--- src/rtl/pwm_pair_pkg.sv ---
package pwm_pair_pkg;
    localparam int CW     = 12;
    localparam int AW     = 3;

    localparam logic [AW-1:0] A_SA  = 3'd0;
    localparam logic [AW-1:0] A_RA  = 3'd1;
    localparam logic [AW-1:0] A_SB  = 3'd2;
    localparam logic [AW-1:0] A_RB  = 3'd3;
    localparam logic [AW-1:0] A_CFG = 3'd4;
    localparam logic [AW-1:0] A_CTL = 3'd5;

    typedef struct packed {
        logic [CW-1:0] sa;
        logic [CW-1:0] ra;
        logic [CW-1:0] sb;
        logic [CW-1:0] rb;
        logic [1:0]    pol;
        logic          fifty;
    } tset_t;
endpackage

--- src/rtl/pwm_stage_bank.sv ---
module pwm_stage_bank
    import pwm_pair_pkg::*;
(
    input  logic          clk,
    input  logic          rst_n,
    input  logic          wr_en,
    input  logic [AW-1:0] wr_addr,
    input  logic [CW-1:0] wr_data,
    input  logic          commit_i,
    output tset_t         stg_o,
    output logic          pend_o,
    output logic          rb_last_o,
    output logic          lock_o,
    output logic          auto_req_o
);
    typedef struct packed {
        tset_t stg;
        logic  pend;
        logic  rb_last;
        logic  lock;
        logic  auto_req;
    } bank_t;

    bank_t d, q;

    always_comb begin
        d = q;
        if (commit_i) begin
            d.pend    = 1'b0;
            d.rb_last = 1'b0;
        end
        if (wr_en) begin
            if (wr_addr <= A_CFG) begin
                d.pend    = 1'b1;
                d.rb_last = (wr_addr == A_RB);
            end
            case (wr_addr)
                A_SA:    d.stg.sa = wr_data;
                A_RA:    d.stg.ra = wr_data;
                A_SB:    d.stg.sb = wr_data;
                A_RB:    d.stg.rb = wr_data;
                A_CFG: begin
                    d.stg.pol   = wr_data[1:0];
                    d.stg.fifty = wr_data[2];
                end
                A_CTL: begin
                    d.lock     = wr_data[0];
                    d.auto_req = wr_data[1];
                end
                default: ;
            endcase
        end
    end

    always_ff @(posedge clk or negedge rst_n) begin
        if (!rst_n) q <= '0;
        else        q <= d;
    end

    assign stg_o      = q.stg;
    assign pend_o     = q.pend;
    assign rb_last_o  = q.rb_last;
    assign lock_o     = q.lock;
    assign auto_req_o = q.auto_req;


    rb_last_pend_chk: assert property (@(posedge clk) disable iff (!rst_n)
        q.rb_last |-> q.pend);
endmodule

--- src/rtl/pwm_commit_ctrl.sv ---
module pwm_commit_ctrl
    import pwm_pair_pkg::*;
(
    input  logic  clk,
    input  logic  rst_n,
    input  logic  strobe_i,
    input  tset_t stg_i,
    input  logic  pend_i,
    input  logic  rb_last_i,
    input  logic  lock_i,
    input  logic  auto_req_i,
    output logic  commit_o,
    output tset_t act_o
);
    typedef struct packed {
        tset_t act;
        logic  auto_eff;
    } ctl_t;

    ctl_t d, q;
    logic go;

    always_comb begin
        go = strobe_i && (q.auto_eff ? rb_last_i : (pend_i && !lock_i));
        d  = q;
        if (go) begin
            d.act = stg_i;
            if (stg_i.fifty) begin
                d.act.sa = stg_i.sb;
                d.act.ra = stg_i.rb;
            end
        end
        if (strobe_i) d.auto_eff = auto_req_i;
    end

    always_ff @(posedge clk or negedge rst_n) begin
        if (!rst_n) q <= '0;
        else        q <= d;
    end

    assign commit_o = go;
    assign act_o    = q.act;


    lock_hold_chk: assert property (@(posedge clk) disable iff (!rst_n)
        (!q.auto_eff && lock_i) |=> $stable(q.act));

    fifty_copy_chk: assert property (@(posedge clk) disable iff (!rst_n)
        q.act.fifty |-> (q.act.sa == q.act.sb && q.act.ra == q.act.rb));

    auto_latch_chk: assert property (@(posedge clk) disable iff (!rst_n)
        !strobe_i |=> $stable(q.auto_eff));
endmodule

--- src/rtl/pwm_wave_gen.sv ---
module pwm_wave_gen
    import pwm_pair_pkg::*;
(
    input  logic       clk,
    input  logic       rst_n,
    input  logic       run_i,
    input  tset_t      act_i,
    output logic       eoc_o,
    output logic [1:0] out_o
);
    localparam int NCH = 2;

    logic [CW-1:0] cnt_d, cnt_q;

    always_comb begin
        eoc_o = run_i && (cnt_q == act_i.rb);
        cnt_d = (!run_i || eoc_o) ? '0 : cnt_q + 1'b1;
    end

    always_ff @(posedge clk or negedge rst_n) begin
        if (!rst_n) cnt_q <= '0;
        else        cnt_q <= cnt_d;
    end

    for (genvar ch = 0; ch < NCH; ch++) begin : g_ch
        logic [CW-1:0] s_v, r_v;
        logic          win;
        assign s_v = (ch == 0) ? act_i.sa : act_i.sb;
        assign r_v = (ch == 0) ? act_i.ra : act_i.rb;
        always_comb begin
            if (s_v < r_v)      win = (cnt_q >= s_v) && (cnt_q < r_v);
            else if (s_v > r_v) win = (cnt_q >= s_v) || (cnt_q < r_v);
            else                win = 1'b0;
        end
        assign out_o[ch] = run_i && (win ^ act_i.pol[ch]);
    end


    cnt_bound_chk: assert property (@(posedge clk) disable iff (!rst_n)
        cnt_q <= act_i.rb);

    eoc_pulse_chk: assert property (@(posedge clk) disable iff (!rst_n)
        eoc_o |=> (!eoc_o || act_i.rb == '0));

    stop_clear_chk: assert property (@(posedge clk) disable iff (!rst_n)
        !run_i |=> cnt_q == '0);
endmodule

--- src/rtl/pwm_pair_sync.sv ---
module pwm_pair_sync
    import pwm_pair_pkg::*;
#(
    parameter int CNT_W  = CW,
    parameter int ADDR_W = AW
) (
    input  logic              clk,
    input  logic              rst_n,
    input  logic              run,
    input  logic              wr_en,
    input  logic [ADDR_W-1:0] wr_addr,
    input  logic [CNT_W-1:0]  wr_data,
    output logic              pwm0,
    output logic              pwm1,
    output logic              cycle_end,
    output logic              upd_pending
);
    tset_t      stg_w, act_w;
    logic       pend_w, rb_last_w, lock_w, auto_req_w;
    logic       commit_w, eoc_w;
    logic [1:0] out_w;

    pwm_stage_bank u_bank (
        .clk(clk), .rst_n(rst_n), .wr_en(wr_en), .wr_addr(wr_addr),
        .wr_data(wr_data), .commit_i(commit_w), .stg_o(stg_w),
        .pend_o(pend_w), .rb_last_o(rb_last_w), .lock_o(lock_w),
        .auto_req_o(auto_req_w)
    );

    pwm_commit_ctrl u_ctrl (
        .clk(clk), .rst_n(rst_n), .strobe_i(eoc_w || !run), .stg_i(stg_w),
        .pend_i(pend_w), .rb_last_i(rb_last_w), .lock_i(lock_w),
        .auto_req_i(auto_req_w), .commit_o(commit_w), .act_o(act_w)
    );

    pwm_wave_gen u_wave (
        .clk(clk), .rst_n(rst_n), .run_i(run), .act_i(act_w),
        .eoc_o(eoc_w), .out_o(out_w)
    );

    assign pwm0        = out_w[0];
    assign pwm1        = out_w[1];
    assign cycle_end   = eoc_w;
    assign upd_pending = pend_w;


    commit_edge_chk: assert property (@(posedge clk) disable iff (!rst_n)
        !$stable(act_w) |-> $past(eoc_w || !run));

    pend_clear_chk: assert property (@(posedge clk) disable iff (!rst_n)
        (commit_w && !(wr_en && wr_addr <= A_CFG)) |=> !upd_pending);
endmodule

--- config.mk ---
export PLATFORM = sky130hd
export DESIGN_NAME = pwm_pair_sync
export DESIGN_NICKNAME = d
export VERILOG_FILES = /design/src/rtl/pwm_pair_pkg.sv /design/src/rtl/pwm_stage_bank.sv /design/src/rtl/pwm_commit_ctrl.sv /design/src/rtl/pwm_wave_gen.sv /design/src/rtl/pwm_pair_sync.sv
export SDC_FILE = /design/constraint.sdc
export NUM_CORES = 1
export LEC_CHECK = 0
export BUFFER_PORTS_ARGS = -buffer_cell sky130_fd_sc_hd__buf_2
export CAP_MARGIN = 20
export CELL_PAD_IN_SITES_DETAIL_PLACEMENT = 1
export CELL_PAD_IN_SITES_GLOBAL_PLACEMENT = 2
export CORE_ASPECT_RATIO = 1.75
export CORE_MARGIN = 2
export CORE_UTILIZATION = 38
export DETAILED_ROUTE_END_ITERATION = 7
export GPL_ROUTABILITY_DRIVEN = 0
export PLACE_DENSITY_LB_ADDON = 0.12
export SLEW_MARGIN = 10
export SYNTH_ARGS = -nofsm -noshare
export SYNTH_HDL_FRONTEND = slang
export SYNTH_SLANG_ARGS = --single-unit
--- constraint.sdc ---
create_clock -name clk -period 2.06 [get_ports clk]
set_clock_uncertainty 0.15 [all_clocks]
set_input_delay 0.103 -clock clk [delete_from_list [all_inputs] [get_ports clk]]
set_output_delay 0.103 -clock clk [all_outputs]
set_load 0.05 [all_outputs]
### Yosys cells after proc, flatten, opt, wreduce, memory -nomap -nowiden

Index checks and enable logic that the tools add are counted.
W data, S select, Z words.

* flip-flop bits (word level): 118
* input bits: 19
* output and inout bits: 4
* logic and storage cells: 65

* add/subtract/negate cells: 1
* magnitude comparators: 9
* eq/ne operators: 6
* multiplexer cells: 11
* bitwise operators: 2
* reduce and logical (&&, ||, !) cells: 19

Operators by type and width (number)
* $lt A12 B12 Y1: 4
* $ge A12 B12 Y1: 2
* $gt A12 B12 Y1: 2
* $mux W24: 1
* $add A12 B1 Y12 const B: 1
* $eq A12 B12 Y1: 1
* $mux W12: 1
* $reduce_and A2 Y1: 6
* $logic_and A1 B1 Y1: 7
* $eq A3 B2 Y1 const B: 2
* $eq A3 B3 Y1 const B: 2
* $mux W2: 3
* $mux W1: 5
* $mux W4: 1
* $eq A3 B1 Y1 const B: 1
* $le A3 B3 Y1 const B: 1
* $logic_not A3 Y1: 1
* $logic_or A1 B1 Y1: 3
* $logic_not A1 Y1: 2
* $xor A1 B1 Y1: 2

### Depth between registers and ports, before layout

Gate-level depths: netlist (run 1).

* word-level depth: 7
* mapped depth: 11
* mapped depth without buffers: 9

### Hierarchy

A second synthesis (run 1) with hierarchy kept.

* cell total of the unflattened synthesis: 597
* area total of the unflattened synthesis: 7184.4 µm²

Modules (own cells, without submodules)
* pwm_commit_ctrl: instances 1, cells an instance 190, area an instance 2680.1 µm², seq. area each 1301.2 µm²
* pwm_wave_gen: instances 1, cells an instance 281, area an instance 2288.4 µm², seq. area each 300.3 µm²
* pwm_stage_bank: instances 1, cells an instance 125, area an instance 2209.6 µm², seq. area each 1376.3 µm²
* pwm_pair_sync: instances 1, cells an instance 1, area an instance 6.3 µm², seq. area each 0.0 µm²

### Worst setup path after synthesis (run 1)

No wires, ideal clock.

* path kind: reg-to-output
* from: register u_wave.cnt_q[0]
* to: output port pwm0
* data arrival time: 2.674 ns
* data required time: 1.807 ns
* slack: -0.867 ns
* stages on the path, launching flop included: 10
* path buffers: 0
* cells stage by stage: dfrtp_1 -> inv_1 -> ha_1 -> nand2b_1 -> a211oi_1 -> o21ai_1 -> a2111oi_2 -> nand3_1 -> a22oi_1 -> mux2i_1

* cells in the longest elaborated chain, start to end: 6
* elaborated cells on any way between the ends: 8
* those cells by class: order compare (2); mux (2); bitwise (1); reduce/logical (3)

Ends and longest elaborated chain
* from (decl): line pwm_wave_gen.sv:13 `logic [CW-1:0] cnt_d, cnt_q;`
* from (signal assigned): line pwm_wave_gen.sv:22 `else cnt_q <= cnt_d;`
* $ge A12 B12 Y1 / $lt A12 B12 Y1 (equally long branches): line pwm_wave_gen.sv:31, pwm_wave_gen.sv:32
* $logic_or A1 B1 Y1: line pwm_wave_gen.sv:32 `else if (s_v > r_v) win = (cnt_q >= s_v) || (cnt_q < r_v);`
* $mux W1: line pwm_wave_gen.sv:32
* $mux W1 *: line pwm_wave_gen.sv:31 `if (s_v < r_v) win = (cnt_q >= s_v) && (cnt_q < r_v);`
* $xor A1 B1 Y1 *: line pwm_wave_gen.sv:35 `assign out_o[ch] = run_i && (win ^ act_i.pol[ch]);`
* $logic_and A1 B1 Y1 *: line pwm_wave_gen.sv:35
* to (decl): line pwm_pair_sync.sv:13 `output logic pwm0,`

Every way passes the cells marked *; elsewhere a longest branch is shown, timed or not.

### Worst setup path in the final report (run 1)

* from: register u_ctrl.q (netlist bit u_ctrl.act_o[6])
* to: output port pwm1

* cells in the longest elaborated chain, start to end: 6
* elaborated cells on any way between the ends: 9
* those cells by class: order compare (3); mux (2); bitwise (1); reduce/logical (3)

Ends and longest elaborated chain
* from (decl): line pwm_commit_ctrl.sv:20 `ctl_t d, q;`
* from (signal assigned): line pwm_commit_ctrl.sv:37 `if (!rst_n) q <= '0;`
* from (signal assigned): line pwm_commit_ctrl.sv:38 `else q <= d;`
* $lt A12 B12 Y1: line pwm_wave_gen.sv:31, pwm_wave_gen.sv:32
* $logic_or A1 B1 Y1: line pwm_wave_gen.sv:32
* $mux W1: line pwm_wave_gen.sv:32
* $mux W1 *: line pwm_wave_gen.sv:31
* $xor A1 B1 Y1 *: line pwm_wave_gen.sv:35
* $logic_and A1 B1 Y1 *: line pwm_wave_gen.sv:35
* to (decl): line pwm_pair_sync.sv:14 `output logic pwm1,`

Marks and branches as above.

==> results of run 1 <==
==> logic make-up after synthesis <==
kind of cell    synth area share [%]
fa+ha+maj                       14.0
buf+inv                         4.44
simple gates                    10.1
xor+xnor                        1.36
compound gates                  10.5
mux                             13.8
flops                           45.8
==> how the worst max path moves through the flow <==
stage               endpoint  slack (ns)                         start
detailed placement      pwm0       -0.78  u_ctrl.act_o[38]$_DFFE_PN0P_
finish                  pwm1       -0.99   u_ctrl.act_o[6]$_DFFE_PN0P_
global placement        pwm0       -0.72  u_ctrl.act_o[38]$_DFFE_PN0P_
CTS                     pwm0       -1.01     u_wave.cnt_q[0]$_DFF_PN0_
floorplan               pwm0       -0.44     u_wave.cnt_q[0]$_DFF_PN0_
global route            pwm0       -1.11  u_ctrl.act_o[48]$_DFFE_PN0P_
==> state kept, by name, summed over array words and instances, names as in the netlist <==
| name | count |
|---|---|
| u_bank.lock_o | 1 |
| u_bank.pend_o | 1 |
| u_wave.cnt_q | 12 |
| u_bank.auto_req_o | 1 |
| u_bank.stg_o | 51 |
| u_ctrl.q | 1 |
| u_ctrl.act_o | 50 |
| u_bank.rb_last_o | 1 |
==> placed cells by master, fill, tap and decap left out, types with 17 or more instances in the layout <==
master	Yosys	final
dfrtp_1	118	109
buf_4	2	89
ha_1	72	63
inv_1	50	49
mux2_2	39	38
a21oi_1	46	26
mux2i_1	25	24
nor2_4	0	22
a21oi_2	1	21
nand2_1	44	20
buf_2	13	18
nor2_1	47	17
clkbuf_16	0	17
dlygate4sd3_1	0	17
==> final cells by class <==
| class | instances | area share, % |
|---|---|---|
| repair buffers | 157 | 15.6 |
| inverters | 50 | 1.99 |
| well taps | 227 | 3.01 |
| multi-input cells | 416 | 41.5 |
| clock buffers | 19 | 4.69 |
| clock inverters | 13 | 1.82 |
| flip-flops and latches | 118 | 31.4 |
==> through the flow <==
| stage | util (%) | TNS [ns] | area [sq um] |
|---|---|---|---|
| after floorplan | - | -0.782 | 6620 |
| after global placement | 46.1 | -31.35 | 7740 |
| after detailed placement | 46.1 | -32.93 | 7740 |
| after CTS | 53.9 | -41.10 | 9050 |
| after global routing | 56.2 | -32.90 | 9440 |
| final | 56.2 | -28.41 | 9440 |
==> worst reg2reg max path, delay by kind of cell (launching register included) <==
family                   cells  cell delay (ns)
AND/OR/NAND/NOR              4             0.70
adder cells (fa/ha/maj)      1             0.29
flip-flops                   1             0.41
buffers and inverters        4             0.59
multiplexers                 1             0.31
==> power breakdown <==
group	switching (uW)	total (uW)	internal, uW
sequential	580	3630	3050
combinational	3170	6290	3110
clock	1140	3080	1950
total	4890	13000	8120
==> what timing repair did <==
item,in CTS,in global routing
pin swaps,12,33
setup buffers,14,6
endpoints found under the setup margin,68,68
gates resized for setup,77,137
hold buffers,17,0
endpoints found under the hold margin,113,0
cloned,5,0
==> metal layers <==
layer / vias to the layer above / GRT usage [%] / part of all wire (%)
met3: 21 / 3.88 / 1.6
met1: 2596 / 27.1 / 39
li1: 2433 / - / -
met2: 49 / 42.9 / 57
met5: - / 0 / 0
met4: 0 / 8.67 / 2.1
==> flow_metrics.tcl, run 1 <==
set metrics [dict create \
    violations "setup timing" \
    htree_levels 4 \
    cts_made_buffers 17 \
    syn_to_final_growth_pct 46.4 \
    crit_top_cell "buf_4" \
    synth_edf_count 0 \
    dr.pass1.iters 4 \
    pin_count 23 \
    dieWidth_microns 102 \
    hold_ws_ns 0.0812 \
    cp_data_required_time_ns 1.81 \
    wl_per_cell_microns 19.8 \
    synth-seq-cells 118 \
    core-area_sq_mm 0.0168 \
    critPathLaunchType "register" \
    arrival_ns 2.80 \
    finalPower_uw 13000 \
    n_antenna_cell 0 \
    die_area_sq_mm 0.0181 \
    status "finished with violations" \
    slew_headroom_pct 62.3 \
    slew_viol_final 0 \
    drive_gt1_share_pct 44.9 \
    synth.net_count 695 \
    clk_pin_slew_worst_paths_ns 0.06 \
    cts_buffer_depth 2 \
    clk_latency_ns 0.42 \
    track_usage_pct 23.6 \
    ant_nets 0 \
    synth_cell_type_count 49 \
    ctsRootBufferMaster "clkbuf_16" \
    dpl_worst_slack_ns -0.784 \
    final_nets 851 \
    grt_max_degree 61 \
    leakagePower_uw 0.00443 \
    slowest_delay_ns 0.36 \
    ys_seq_area_share_pct 45.8 \
    regArea_sq_mm 0.00296 \
    drc 0 \
    fin_crit_ns 3.05 \
    synth_top_area_share_pct 45.8 \
    crit_fanout 3 \
    numPortBuffers 22 \
    vias_per_cell 5.10 \
    timing.final.crit_share_pct 148 \
    antenna_found_initial 0 \
    finalSetupViolations 68 \
    hold_violations 0 \
    cp.depth 11 \
    vdd_drop_max_mv 0.751 \
    yosys-top-cells-area "dfrtp_1 (46%), ha_1 (14%), mux2_2 (6.8%)" \
    cp_slowest_cell "or3_1" \
    synth_area_sq_mm 0.00645 \
    multi_input_area_sq_mm 0.00392 \
    gr-total-overflow 0 \
    avgSynthCellArea_sq_um 10.7 \
    ff2ff_setup_slack_ns -0.50 \
    syn_inst 604 \
    path_class "reg -> out" \
    r2r-start "u_wave.cnt_q[11]$_DFF_PN0_" \
    worstReg2RegEnd "u_ctrl.act_o[1]$_DFFE_PN0P_" \
    layout_setup_ws_ns -0.989 \
    reg2regPathDepth 10 \
    synthArstFlopShare_pct 100 \
    worst_pin_slew_ns 0.566 \
    cts_tree "built" \
    dp_hpwl_microns 13800 \
    fmax_mhz 328 \
    grt_pass1_wl_microns 31500 \
    die_y_microns 176 \
    rsz0062_at_grt "yes" \
    synth_flop_cell "dfrtp_1" \
    routed_wl_microns 19800 \
    first_iter_violations 161 \
    worstPathCellList "inv_1 > buf_4 > ha_1 > a21oi_2 > o21ai_2 > a211oi_2 > buf_4 > a211oi_4 > or3_1 > and3_4 > buf_8" \
    cap_viol_max_count 0 \
    power.density_mw_per_mm2 1380 \
    netlist.top_cell.by_area "dfrtp_1" \
    rows 63 \
    grt_pass1_vias 5759 \
    start_util_pct 38.4 \
    yosys_warnings 0 \
    cp_top_family "compound AO/OA/AOI/OAI gates" \
    endpoint_kind "output port" \
    hp-class "in -> async" \
    nFillCells 1757 \
    vias 5099 \
    stdcell_count 1000 \
    dp_cells 934 \
    cts.sinks 118 \
    cp_num_buf_inv 4 \
    netlist_top_cells_count "dfrtp_1 (118), ha_1 (72), inv_1 (50)" \
    synth.most_common_cell "dfrtp_1" \
]
(Power assumes the default switching activity.)
==> run 2: changes to the inputs <==
--- a/config.mk
+++ b/config.mk
@@ -11,7 +11,7 @@
 export CELL_PAD_IN_SITES_GLOBAL_PLACEMENT = 2
 export CORE_ASPECT_RATIO = 1.75
 export CORE_MARGIN = 2
-export CORE_UTILIZATION = 38
+export CORE_UTILIZATION = 45
 export DETAILED_ROUTE_END_ITERATION = 7
 export GPL_ROUTABILITY_DRIVEN = 0
 export PLACE_DENSITY_LB_ADDON = 0.12
==> constraint.sdc (replaced) <==
create_clock -name clk -period 3.6 [get_ports clk]
set_clock_uncertainty 0.15 [all_clocks]
set_input_delay 0.18 -clock clk [delete_from_list [all_inputs] [get_ports clk]]
set_output_delay 0.18 -clock clk [all_outputs]
set_load 0.05 [all_outputs]
==> run 2 against run 1 <==
Via count decreased by 9.4%. Total power decreased by 55%. Largest power group unchanged. Clock power down 45%. Routed wire length fell by 14%. Hold slack worse by 0.041 ns. Utilization is 2.3 points lower. Critical endpoint is now pwm0. Setup slack improved by 1.2 ns. Highest routed layer unchanged. The run now ends clean. Sequential share of layout area is 7.8 points higher. Count of clock-buffer cells in the layout stayed put. Non-clock buffer count decreased by 112.
==> flow_metrics.tcl, run 2 (synthesis gave the netlist of run 1 again) <==
set metrics [dict create \
    cap_viol_max_count 0 \
    leakagePower_uw 0.00360 \
    syn_to_final_growth_pct 16.8 \
    dpl_worst_slack_ns 0.487 \
    hp-class "in -> reg" \
    mostFrequentLayoutCells "dfrtp_1 (118), ha_1 (72), inv_1 (50), nor2_1 (47), a21oi_1 (46)" \
    clk_pin_slew_worst_paths_ns 0.06 \
    grt_max_degree 85 \
    htree_levels 4 \
    arrival_ns 3.04 \
    core-area_sq_mm 0.0140 \
    final_nets 739 \
    antenna_found_initial 0 \
    cts_made_buffers 17 \
    timing.final.crit_share_pct 93.7 \
    worstPathCellList "inv_1 > ha_1 > a21oi_1 > o21ai_1 > a21oi_1 > a31oi_1 > a2111oi_0 > a22oi_1 > mux2i_1 > buf_2" \
    dp_hpwl_microns 12500 \
    fin_crit_ns 3.37 \
    hold_violations 0 \
    largest_reg_flops 51 \
    drive_gt1_share_pct 17.2 \
    first_iter_violations 155 \
    grt_pass1_wl_microns 27900 \
    path_class "reg -> out" \
    die_y_microns 162 \
    ctsRootBufferMaster "clkbuf_16" \
    slowest_delay_ns 0.46 \
    tns_ns 0 \
    track_usage_pct 24.5 \
    fmax_mhz 296 \
    start_util_pct 46.2 \
    wl_per_cell_microns 20.3 \
    status "finished clean" \
    drc 0 \
    cp_data_required_time_ns 3.27 \
    clk_latency_ns 0.41 \
    cp_slowest_cell "a2111oi_0" \
    dpl_cell_area_sq_mm 0.00678 \
    slew_viol_final 0 \
    ant_nets 0 \
    dieWidth_microns 94.5 \
    endpoint_kind "output port" \
    n_antenna_cell 0 \
    cts_tree "built" \
    post-cts-setup-buffers 0 \
    slew_headroom_pct 44.6 \
    critPathLaunchType "register" \
    gr-total-overflow 0 \
    layout_setup_ws_ns 0.227 \
    fin_area_sq_mm 0.00754 \
    grt_pass1_vias 5193 \
    die_area_sq_mm 0.0153 \
    vias 4620 \
    rsz0062_at_grt "no" \
    rows 57 \
    crit_top_cell "a21oi_1" \
    finalSetupViolations 0 \
    routed_wl_microns 17000 \
    power.density_mw_per_mm2 779 \
    vdd_drop_max_mv 0.412 \
    cts.sinks 118 \
    vias_per_cell 5.51 \
    cts_buffer_depth 2 \
    crit_fanout 3 \
    final_common_cell "dfrtp_1" \
    dr.pass1.iters 4 \
    numPortBuffers 22 \
    worst_pin_slew_ns 0.829 \
    pin_count 23 \
]
-- run 2: layout make-up --
cell class	instances	area (sq um)
fillers	1558	6440
repair buffers	45	350
clock buffers	19	443
clock inverters	13	148
multi-input cells	416	3230
inverters	50	188
flip-flops and latches	118	2950
well taps	177	221
-- run 2: timing repair --
| item | 4_1_cts | 5_1_grt |
|---|---|---|
| endpoints found under the hold margin | 112 | 0 |
| setup endpoints to repair | 0 | 1 |
| hold buffers | 16 | 0 |
| gates resized for setup | 0 | 1 |
-- run 2: metal layers --
metal / vias up / GRT usage (%) / part of all wire, %
met3: 32 / 3.24 / 1.5
met1: 2317 / 27.5 / 39
li1: 2220 / - / -
met5: - / 0 / 0
met4: 0 / 9.09 / 2.9
met2: 51 / 46.0 / 56
-- run 2: report_power, final --
| group | internal, uW | switching [uW] |
|---|---|---|
| logic | 840 | 1290 |
| clock network | 1040 | 654 |
| registers | 1750 | 299 |
-- run 2: per-stage QoR --
stage / hold slack, ns / power, uW / instances / util, %
CTS: 0.0145 / 5940 / 838 / 53.9
floorplan: -0.266 / 3470 / 604 / -
global placement: 0.152 / 4030 / 790 / 48.5
detailed placement: 0.161 / 4150 / 790 / 48.5
finish: 0.0404 / 5880 / 838 / 53.9
global route: 0.106 / 6310 / 838 / 53.9
-- run 2: final timing paths --
check,start,to,slack (ns),cells past startpoint
setup / recovery,u_ctrl.act_o[34]$_DFFE_PN0P_,pwm0,0.23,10
hold / removal,wr_addr[2],u_bank.pend_o$_DFF_PN0_,0.04,3
setup reg to reg,u_wave.cnt_q[7]$_DFF_PN0_,u_bank.rb_last_o$_DFF_PN0_,0.30,8
hold reg to reg,u_bank.stg_o[29]$_DFFE_PN0P_,u_bank.stg_o[29]$_DFFE_PN0P_,0.33,1
max in group asynchronous,rst_n,u_bank.stg_o[0]$_DFFE_PN0P_,2.27,3
min in group asynchronous,rst_n,u_ctrl.act_o[35]$_DFFE_PN0P_,0.22,2
-- run 2: worst max-delay path: cells and delay by family (launching register included) --
family          cells  cell delay, ns
compound gates      6            1.39
mux                 1            0.18
fa+ha+maj           1            0.27
buf+inv             2            0.41
flops               1            0.38
==> run 3: changes to the inputs <==
--- a/config.mk
+++ b/config.mk
@@ -11,11 +11,13 @@
 export CELL_PAD_IN_SITES_GLOBAL_PLACEMENT = 2
 export CORE_ASPECT_RATIO = 1.75
 export CORE_MARGIN = 2
-export CORE_UTILIZATION = 45
+export CORE_UTILIZATION = 47
+export CTS_CLUSTER_DIAMETER = 60
 export DETAILED_ROUTE_END_ITERATION = 7
 export GPL_ROUTABILITY_DRIVEN = 0
 export PLACE_DENSITY_LB_ADDON = 0.12
 export SLEW_MARGIN = 10
 export SYNTH_ARGS = -nofsm -noshare
 export SYNTH_HDL_FRONTEND = slang
+export SYNTH_HIERARCHICAL = 1
 export SYNTH_SLANG_ARGS = --single-unit
==> run 3 against run 2 <==
Die area rose by 5.8%. Sequential cell count unchanged. Non-clock buffer count grew 9. Via count is 5.5% lower. Final cell count down 4.5%. Utilization fell by 0.66 points.
==> flow_metrics.tcl, run 3 <==
set metrics [dict create \
    timing.final.crit_share_pct 96.5 \
    critPathLaunchType "register" \
    largest_reg_flops 51 \
    drc 0 \
    hold_violations 0 \
    synth_area_sq_mm 0.00714 \
    gr-total-overflow 0 \
    rsz0062_at_grt "no" \
    endpoint_kind "output port" \
    die_y_microns 167 \
    cts_tree "built" \
    track_usage_pct 21.8 \
    slew_viol_final 0 \
    cts_buffer_depth 2 \
    antenna_found_initial 0 \
    finalSetupViolations 0 \
    drive_gt1_share_pct 34.7 \
    start_util_pct 48.1 \
    vias_per_cell 5.46 \
    dpl_cell_area_sq_mm 0.00714 \
    pin_count 23 \
    nFillCells 1543 \
    cp_slowest_cell "dfrtp_1" \
    ctsRootBufferMaster "clkbuf_16" \
    core-area_sq_mm 0.0148 \
    syn_inst 594 \
    tns_ns 0 \
    final_nets 695 \
    wl_per_cell_microns 21.4 \
    cp_data_required_time_ns 3.27 \
    cp_top_family "compound AO/OA/AOI/OAI gates" \
    power.density_mw_per_mm2 761 \
    grt_pass1_wl_microns 27200 \
    syn_to_final_growth_pct 10.7 \
    slew_headroom_pct 29.2 \
    die_area_sq_mm 0.0162 \
    cap_viol_max_count 0 \
    htree_levels 4 \
    grt_pass1_vias 4889 \
    crit_fanout 6 \
    vdd_drop_max_mv 0.423 \
    dieWidth_microns 97.2 \
    post-cts-setup-buffers 0 \
    cp_num_buf_inv 2 \
    yosys_warnings 6 \
    worst_pin_slew_ns 1.06 \
    cts.sinks 118 \
    n_antenna_cell 0 \
    multi_input_area_sq_mm 0.00351 \
    cts_made_buffers 17 \
    dr.pass1.iters 4 \
    fmax_mhz 288 \
    fin_crit_ns 3.47 \
    first_iter_violations 117 \
    clk_latency_ns 0.41 \
    avgSynthCellArea_sq_um 12.0 \
    grt_max_degree 84 \
    clk_pin_slew_worst_paths_ns 0.06 \
    numPortBuffers 22 \
    leakagePower_uw 0.00382 \
    dp_hpwl_microns 12800 \
    mostFrequentLayoutCells "dfrtp_1 (118), mux2_2 (99), ha_1 (72), inv_1 (55), mux2_4 (29)" \
    regArea_sq_mm 0.00295 \
    status "finished clean" \
    fin_area_sq_mm 0.00790 \
    synth.net_count 685 \
    path_class "reg -> out" \
    worstPathCellList "buf_4 > ha_1 > a21o_1 > a211oi_2 > o211ai_1 > o221ai_2 > o32ai_1 > mux2i_1 > mux2i_1 > buf_4" \
    rows 59 \
    final_common_cell "dfrtp_1" \
    arrival_ns 3.14 \
    slowest_delay_ns 0.40 \
    vias 4365 \
    ant_nets 0 \
    hp-class "in -> reg" \
    routed_wl_microns 17100 \
]
-- run 3: report_power, final --
part	switching, uW	internal [uW]	total [uW]
sequential	371	1750	2120
combinational	1150	1100	2250
clock	675	966	1640
-- run 3: cell type report --
class,instances,share of cell area (%)
flip-flops and latches,118,37.4
well taps,183,2.90
clock buffers,18,5.43
repair buffers,54,5.57
clock inverters,14,1.74
inverters,55,2.61
multi-input cells,358,44.4
-- run 3: worst min-delay path: stages --
cell and delay [ns]:
buf_2 0.15, and2_1 0.18, o21ai_0 0.08
-- run 3: worst paths after layout --
check | start | to | slack (ns) | cells after the start
setup reg to reg | u_ctrl/act_o[12]$_DFFE_PN0P_ | u_ctrl/act_o[38]$_DFFE_PN0P_ | 0.59 | 10
hold reg to reg | u_bank/stg_o[47]$_DFFE_PN0P_ | u_bank/stg_o[47]$_DFFE_PN0P_ | 0.36 | 1
min in group asynchronous | rst_n | u_wave/cnt_q[0]$_DFF_PN0_ | 0.14 | 2
hold / removal | wr_en | u_bank/rb_last_o$_DFF_PN0_ | 0.09 | 3
setup / recovery | u_wave/cnt_q[9]$_DFF_PN0_ | pwm0 | 0.13 | 10
max in group asynchronous | rst_n | u_ctrl/act_o[10]$_DFFE_PN0P_ | 2.31 | 3
-- run 3: through the flow --
stage                     std cells  setup WS [ns]  total power, uW  hold WS (ns)  util (%)
after global routing            800         0.0339             6420         0.117      53.3
after CTS                       798         0.0332             6050        0.0735      52.8
final                           800          0.126             6010        0.0858      53.3
after floorplan                 594          0.408             4000        -0.266         -
after global placement          753          0.187             4210        0.0369      48.1
after detailed placement        753         0.0742             4350        0.0498      48.1
-- run 3: metal layers --
layer	up-vias	wire [microns]	GRT usage [%]
li1	2070	-	-
met1	2220	7450	27.0
met2	53	8930	38.5
met3	22	282	2.81
met4	0	456	8.63
met5	-	0	0
-- run 3: what timing repair did --
action / 4_1_cts / 5_1_grt
endpoints found under the hold margin: 88 / 0
hold buffers: 13 / 0
pin swaps: 0 / 0
gates resized for setup: 2 / 2
endpoints found under the setup margin: 1 / 1
